--- config.mk ---
export PLATFORM = sky130hd
export DESIGN_NAME = gpio_irq_bank
export DESIGN_NICKNAME = d
export VERILOG_FILES = /design/src/rtl/gpio_irq_pkg.sv /design/src/rtl/gpio_sync.sv /design/src/rtl/gpio_trig_bank.sv /design/src/rtl/gpio_irq_bank.sv
export SDC_FILE = /design/constraint.sdc
export NUM_CORES = 1
export LEC_CHECK = 0
export ABC_AREA = 0
export BUFFER_PORTS_ARGS = -buffer_cell sky130_fd_sc_hd__buf_2
export CAP_MARGIN = 5
export CORE_MARGIN = 3
export CORE_UTILIZATION = 28
export DETAILED_ROUTE_END_ITERATION = 7
export GPL_ROUTABILITY_DRIVEN = 0
export HOLD_SLACK_MARGIN = 0.06
export PLACE_DENSITY = 0.49
export SLEW_MARGIN = 20
export SYNTH_ARGS = -nofsm -noshare
export SYNTH_HDL_FRONTEND = slang
export SYNTH_SLANG_ARGS = --single-unit
--- constraint.sdc ---
create_clock -name clk -period 4.05 [get_ports clk]
set_input_delay 0.2025 -clock clk [delete_from_list [all_inputs] [get_ports clk]]
set_output_delay 0.2025 -clock clk [all_outputs]
set_load 0.1 [all_outputs]
--- src/rtl/gpio_irq_pkg.sv ---
package gpio_irq_pkg;
  localparam int WORD_W = 32;
  localparam int ADDR_W = 4;
  localparam int MODE_W = 3;
  localparam int SLOT_W = 4;
  localparam int SLOTS_PER_WORD = WORD_W / SLOT_W;

  typedef enum logic [ADDR_W-1:0] {
    A_ENABLE   = 4'd0,
    A_STATUS   = 4'd1,
    A_DISPLAY  = 4'd2,
    A_CLEAR    = 4'd3,
    A_MASK_SET = 4'd4,
    A_MASK_CLR = 4'd5,
    A_OUT      = 4'd6,
    A_IN       = 4'd7,
    A_DIR      = 4'd8,
    A_MODE_LO  = 4'd9,
    A_MODE_HI  = 4'd10,
    A_RSVD     = 4'd11,
    A_SRST     = 4'd12
  } reg_addr_e;

  typedef enum logic [MODE_W-1:0] {
    TRIG_FALL = 3'd0,
    TRIG_RISE = 3'd1,
    TRIG_LOW  = 3'd2,
    TRIG_HIGH = 3'd3,
    TRIG_BOTH = 3'd4
  } trig_e;

  // Event decision for one pin from its mode and two successive samples.
  function automatic logic trig_hit(input logic [MODE_W-1:0] mode,
                                    input logic cur, input logic prev);
    case (mode)
      TRIG_FALL: trig_hit = prev & ~cur;
      TRIG_RISE: trig_hit = ~prev & cur;
      TRIG_LOW:  trig_hit = ~cur;
      TRIG_HIGH: trig_hit = cur;
      TRIG_BOTH: trig_hit = prev ^ cur;
      default:   trig_hit = 1'b0;
    endcase
  endfunction

  // Bit position of a pin's mode slot inside its mode word.
  function automatic int slot_lsb(input int pin);
    return (pin % SLOTS_PER_WORD) * SLOT_W;
  endfunction
endpackage

--- src/rtl/gpio_sync.sv ---
module gpio_sync #(
  parameter int W = 16
) (
  input  logic         clk,
  input  logic         rst_n,
  input  logic [W-1:0] d,
  output logic [W-1:0] q
);
  logic [W-1:0] meta_q;
  logic [W-1:0] sync_q;

  always_ff @(posedge clk or negedge rst_n) begin
    if (!rst_n) begin
      meta_q <= '0;
      sync_q <= '0;
    end else begin
      meta_q <= d;
      sync_q <= meta_q;
    end
  end

  assign q = sync_q;
endmodule

--- src/rtl/gpio_trig_bank.sv ---
module gpio_trig_bank
  import gpio_irq_pkg::*;
#(
  parameter int NPINS = 16
) (
  input  logic                    clk,
  input  logic                    rst_n,
  input  logic [NPINS-1:0]        level,
  input  logic [NPINS*MODE_W-1:0] mode_flat,
  output logic [NPINS-1:0]        hit
);
  logic [NPINS-1:0] prev_q;

  always_ff @(posedge clk or negedge rst_n) begin
    if (!rst_n) prev_q <= '0;
    else        prev_q <= level;
  end

  for (genvar p = 0; p < NPINS; p++) begin : g_pin
    assign hit[p] = trig_hit(mode_flat[p*MODE_W +: MODE_W], level[p], prev_q[p]);


    bad_mode_quiet_chk: assert property (@(posedge clk) disable iff (!rst_n)
      (mode_flat[p*MODE_W +: MODE_W] > 3'd4) |-> !hit[p]);
  end
endmodule

--- src/rtl/gpio_irq_bank.sv ---
module gpio_irq_bank
  import gpio_irq_pkg::*;
#(
  parameter int NPINS = 16
) (
  input  logic              clk,
  input  logic              rst_n,
  input  logic              wr_en,
  input  logic [3:0]        wr_addr,
  input  logic [31:0]       wr_data,
  input  logic [3:0]        rd_addr,
  output logic [31:0]       rd_data,
  input  logic [NPINS-1:0]  pin_in,
  output logic [NPINS-1:0]  pin_out,
  output logic [NPINS-1:0]  pin_oe,
  output logic              irq
);
  localparam int MFLAT_W = NPINS * MODE_W;

  logic [NPINS-1:0] en_q, status_q, mask_q, out_q, dir_q;
  logic [NPINS-1:0] lvl_sync, hit_vec, evt_vec, display;
  logic [NPINS-1:0] wpins, clr_req, mset_req, mclr_req;
  logic [MFLAT_W-1:0] mode_flat;
  logic srst_q, irq_q;
  logic [WORD_W-1:0] mode_lo_word, mode_hi_word;

  function automatic logic [WORD_W-1:0] widen(input logic [NPINS-1:0] v);
    widen = '0;
    widen[NPINS-1:0] = v;
  endfunction

  function automatic logic wr_to(input reg_addr_e a);
    return wr_en && (wr_addr == a);
  endfunction

  gpio_sync #(.W(NPINS)) u_sync (
    .clk(clk), .rst_n(rst_n), .d(pin_in), .q(lvl_sync)
  );

  gpio_trig_bank #(.NPINS(NPINS)) u_trig (
    .clk(clk), .rst_n(rst_n), .level(lvl_sync), .mode_flat(mode_flat), .hit(hit_vec)
  );

  assign wpins    = wr_data[NPINS-1:0];
  assign clr_req  = wr_to(A_CLEAR)    ? wpins : '0;
  assign mset_req = wr_to(A_MASK_SET) ? wpins : '0;
  assign mclr_req = wr_to(A_MASK_CLR) ? wpins : '0;
  assign evt_vec  = hit_vec & en_q;
  assign display  = status_q & ~mask_q;

  always_ff @(posedge clk or negedge rst_n) begin
    if (!rst_n) srst_q <= 1'b0;
    else if (wr_to(A_SRST)) srst_q <= wr_data[0];
  end

  always_ff @(posedge clk or negedge rst_n) begin
    if (!rst_n) begin
      en_q <= '0; status_q <= '0; mask_q <= '0;
      out_q <= '0; dir_q <= '0; irq_q <= 1'b0;
    end else if (srst_q) begin
      en_q <= '0; status_q <= '0; mask_q <= '0;
      out_q <= '0; dir_q <= '0; irq_q <= 1'b0;
    end else begin
      if (wr_to(A_ENABLE)) en_q  <= wpins;
      if (wr_to(A_OUT))    out_q <= wpins;
      if (wr_to(A_DIR))    dir_q <= wpins;
      status_q <= (status_q & ~clr_req) | evt_vec;
      mask_q   <= (mask_q | mset_req) & ~mclr_req;
      irq_q    <= |display;
    end
  end

  for (genvar p = 0; p < NPINS; p++) begin : g_mode
    localparam reg_addr_e MADDR = (p < SLOTS_PER_WORD) ? A_MODE_LO : A_MODE_HI;
    localparam int        LSB   = slot_lsb(p);
    logic [MODE_W-1:0] mode_r;
    always_ff @(posedge clk or negedge rst_n) begin
      if (!rst_n)                             mode_r <= '0;
      else if (srst_q)                        mode_r <= '0;
      else if (wr_en && (wr_addr == MADDR))   mode_r <= wr_data[LSB +: MODE_W];
    end
    assign mode_flat[p*MODE_W +: MODE_W] = mode_r;
  end

  always_comb begin
    mode_lo_word = '0;
    mode_hi_word = '0;
    for (int p = 0; p < NPINS; p++) begin
      if (p < SLOTS_PER_WORD) mode_lo_word[slot_lsb(p) +: MODE_W] = mode_flat[p*MODE_W +: MODE_W];
      else                    mode_hi_word[slot_lsb(p) +: MODE_W] = mode_flat[p*MODE_W +: MODE_W];
    end
  end

  always_comb begin
    case (rd_addr)
      A_ENABLE:   rd_data = widen(en_q);
      A_STATUS:   rd_data = widen(status_q);
      A_DISPLAY:  rd_data = widen(display);
      A_MASK_SET: rd_data = widen(mask_q);
      A_OUT:      rd_data = widen(out_q);
      A_IN:       rd_data = widen(lvl_sync);
      A_DIR:      rd_data = widen(dir_q);
      A_MODE_LO:  rd_data = mode_lo_word;
      A_MODE_HI:  rd_data = mode_hi_word;
      A_SRST:     rd_data = {{(WORD_W-1){1'b0}}, srst_q};
      default:    rd_data = '0;
    endcase
  end

  assign pin_out = out_q;
  assign pin_oe  = dir_q;
  assign irq     = irq_q;


  enable_gate_chk: assert property (@(posedge clk) disable iff (!rst_n)
    1'b1 |=> ((status_q & ~$past(status_q) & ~$past(en_q)) == '0));


  clear_w1c_chk: assert property (@(posedge clk) disable iff (!rst_n)
    (wr_to(A_CLEAR) && !srst_q) |=> ((status_q & $past(wpins & ~evt_vec)) == '0));


  mask_set_chk: assert property (@(posedge clk) disable iff (!rst_n)
    (wr_to(A_MASK_SET) && !srst_q) |=> ((mask_q & $past(wpins)) == $past(wpins)));


  mask_hold_chk: assert property (@(posedge clk) disable iff (!rst_n)
    (!wr_to(A_MASK_SET) && !wr_to(A_MASK_CLR) && !srst_q) |=> $stable(mask_q));


  irq_rise_chk: assert property (@(posedge clk) disable iff (!rst_n)
    $rose(irq) |-> ($past(display) != '0));


  soft_reset_chk: assert property (@(posedge clk) disable iff (!rst_n)
    srst_q |=> (en_q == '0 && status_q == '0 && mask_q == '0 &&
                dir_q == '0 && out_q == '0 && !irq));
endmodule

==> qor.yml <==
drive_above_1_share: 0.170
tritoncts: "built"
cts-buffers-inserted: 17
result_of_the_run: "finished clean"
tightest_slew_ns: 1.07
power_report.internal_total_mw: 3.00
power_switching_share: 0.350
multi_input_comb_area_um2: 3950
crit_required_ns: 3.85
hold_path.class: "primary input to register"
critical_path_fanouts_max: 13
clock_insertion_delay_worst_skew_ns: 0.43
ff_latch_area_um2: 4460
first_iter_violations: 656
maxcap_violations: 0
io_buffer_count: 115
floorplan.core_area_um2: 31000
vdd_drop_max_mv: 0.293
max_clock_freq_mhz: 367
syn_area_um2: 8930
wl_per_cell_um: 20.9
dieHeight_um: 185
synth_seq_area_share: 0.499
slew_viol_final: 0
worstSetupEndpointType: "output port"
p_seq_frac: 0.450
crit_family: "simple AND/OR/NAND/NOR gates"
clkPwrFrac: 0.348
fill_cell_count: 3158
min_period_ns: 2.73
post-dp-hpwl_um: 20500
post_synth_edffs: 0
drc: 0
power_switching_mw: 1.62
area_delta_synth_final_pct: 20.1
path_clk_slew_ns: 0.07
cts.htree.levels: 4
data_arrival_at_the_endpoint_of_the_critical_path_ns: 2.52
cts.sink_count: 178
fp.dieArea_um2: 34100
final_min_period_over_clock_period: 0.673
criticalPathCategory: "primary input to output port"
synthDistinctLibCells: 53
setup_viol: 0
fin_ws_ns: 1.32
final_nets: 1145
ys_seq_elements: 178
slew-limit-headroom: 0.285
totalNegativeSetupSlack_ns: 0
fin_hold_ws_ns: 0.0880
cts_setup_buffers: 0
start_util: 0.288
cp.buffers_inverters: 2
combPwrFrac: 0.202
powerDensity_nw_per_um2: 430
num_io_pins: 124
post_route_skew_ns: 0.0105
grt_usage: 0.180
path_common_cell: "buf_2"
crit_chain: "buf_2, nor2b_1, and3b_1, a221oi_1, nand3_1, buf_2"
synth-main-ff-cell: "dfrtp_1"
worstSetupStartpointType: "primary input"
vias: 7573
cts_repair_resize_count: 0
timing_hold_violations_final: 0
grt_pass1_wl_um: 46200
static-leakage-power_nw: 4.85
final_antenna_net_count: 0
post-place-ws_ns: 1.34
critical_path.max_stage_delay_ns: 0.72
clockRootBuffer: "clkbuf_16"
async_reset_ff_frac: 1.00
die_w_um: 185
overflow: 0
cts_hold_buffers: 33
antenna_violations_before_repair: 2
synth_cells: 937
grt_max_degree: 93
crit_path_slowest_cell: "and3b_1"
number_of_standard_cell_rows_in_the_floorplan: 64
firstDrtPassIters: 7
yosysWarnings: 0
drt-total-wl_um: 30600
route.detailed.vias_per_inst: 5.17
setup_repair_after_global_routing_missed_its_margin: "no"
syn-mean-instance-area_um2: 9.53
clockBufferDepth: 2
grt_pass1_vias: 7324
[placed cells by master, fill, tap and decap left out, drive strengths merged, types with 7 or more instances in the layout]
cell         instances
ha                  32
nand2              170
a22oi               23
clkbuf              20
nand2b               7
mux2i               30
inv                 61
nand4               13
dfrtp              178
a21oi              119
xor2                16
a222oi               9
nor2                34
a22o                18
nor3b               16
clkinv               7
dlygate4sd3         33
o21ai               27
nor4b               19
o31ai               15
a211oi              17
buf                129
nor3                18
[cell usage after synthesis, types with 2 or more instances]
cell type	instances	area (um^2)
nor3_4	2	32.5
mux2i_1	30	300
nor4b_1	17	149
a22oi_1	23	173
buf_4	5	37.5
a211oi_1	17	128
inv_1	60	225
o22ai_1	5	31.3
nor3b_1	16	120
buf_6	2	22.5
dfrtp_1	178	4450
nand2_1	170	638
mux2_2	3	33.8
a31oi_1	2	12.5
ha_1	32	400
nor3_1	15	75.1
o31ai_1	15	113
nor4b_2	2	30.0
a22o_1	18	158
clkbuf_1	34	128
a222oi_1	9	90.1
a211o_1	2	17.5
nand4_1	13	81.3
nand3b_1	3	22.5
a221oi_1	5	43.8
nand3_1	5	25.0
nor2b_1	5	31.3
buf_2	27	135
o21ai_0	27	135
xor2_1	16	140
a21oi_1	119	596
nor2_1	32	120
and4bb_2	2	25.0
nand2b_1	6	37.5
nor4bb_1	2	20.0
[logic make-up (layout without fill, tap and decap cells)]
kind of cell               count (synthesis)  count (layout)  share of synthesized area
AOI/OAI and AO/OA                        247             247                      0.172
xor gates and xnor gates                  16              16                     0.0157
adders and majority gates                 32              32                     0.0448
buffers and inverters                    128             254                     0.0614
DFF                                      178             178                      0.499
muxes                                     33              33                     0.0374
other                                      1               6                   0.000420
and+or+nand+nor                          302             302                      0.169
[registers in the layout, summed over array words and instances, names as in the netlist, 16 cells and up]
| name | cells |
|---|---|
| u_trig.prev_q | 16 |
| u_sync.meta_q | 16 |
| pin_oe | 16 |
| g_mode.mode_r | 48 |
| u_sync.q | 16 |
| en_q | 16 |
| status_q | 16 |
| mask_q | 16 |
| pin_out | 16 |
[layer usage]
layer	routed length, um	part of all wire	GRT usage	vias to the layer above
li1	-	-	-	3507
met1	14000	0.46	0.261	3764
met2	13900	0.45	0.273	268
met3	2050	0.067	0.0326	34
met4	647	0.021	0.0575	0
met5	0	0	0	-
[cell type report]
| type | instances | share of cell area |
|---|---|---|
| antenna | 2 | 0.000466 |
| clock buffer | 19 | 0.0413 |
| clock inverter | 12 | 0.0104 |
| inverter | 60 | 0.0210 |
| multi-input combinational | 634 | 0.368 |
| sequential | 178 | 0.416 |
| tap | 396 | 0.0462 |
| timing repair buffer | 163 | 0.0969 |
[through the flow]
step	cells	util	instance area [um^2]	power (mW)
floorplan	940	-	8940	2.71
global placement	1398	0.318	9840	3.01
detailed placement	1398	0.318	9840	3.02
CTS	1462	0.346	10700	4.66
global route	1464	0.346	10700	4.81
finish	1464	0.346	10700	4.62
[worst reg2reg max path: stages (launching register included)]
cell,delay (ns)
dfrtp_1,0.54
inv_1,0.08
ha_1,0.19
nor2b_1,0.12
a211o_1,0.26
a21oi_1,0.44
o22ai_1,0.14
[power groups by stage]
stage | registers, mW | logic, mW | clock network, mW
after CTS | 2.07 | 0.940 | 1.64
final | 2.08 | 0.933 | 1.61
after floorplan | 2.26 | 0.455 | 0
after global routing | 2.09 | 1.00 | 1.71
after global placement | 2.10 | 0.903 | 0
after detailed placement | 2.11 | 0.912 | 0
[final timing paths]
check                                                start                               to  slack, ns  depth (start not counted)
worst min-delay path                            wr_data[8]            pin_oe[8]$_DFFE_PN0P_       0.09                          3
worst max-delay path                            rd_addr[2]                       rd_data[2]       1.32                          6
max in group asynchronous                            rst_n  g_mode[5].mode_r[2]$_DFFE_PN0P_       2.82                          3
worst max register to register       u_sync.q[7]$_DFF_PN0_            status_q[7]$_DFF_PN0_       2.13                          6
worst min register to register  u_sync.meta_q[9]$_DFF_PN0_            u_sync.q[9]$_DFF_PN0_       0.35                          0
min in group asynchronous                            rst_n      u_sync.meta_q[13]$_DFF_PN0_       0.38                          2
(Power assumes the default switching activity.)
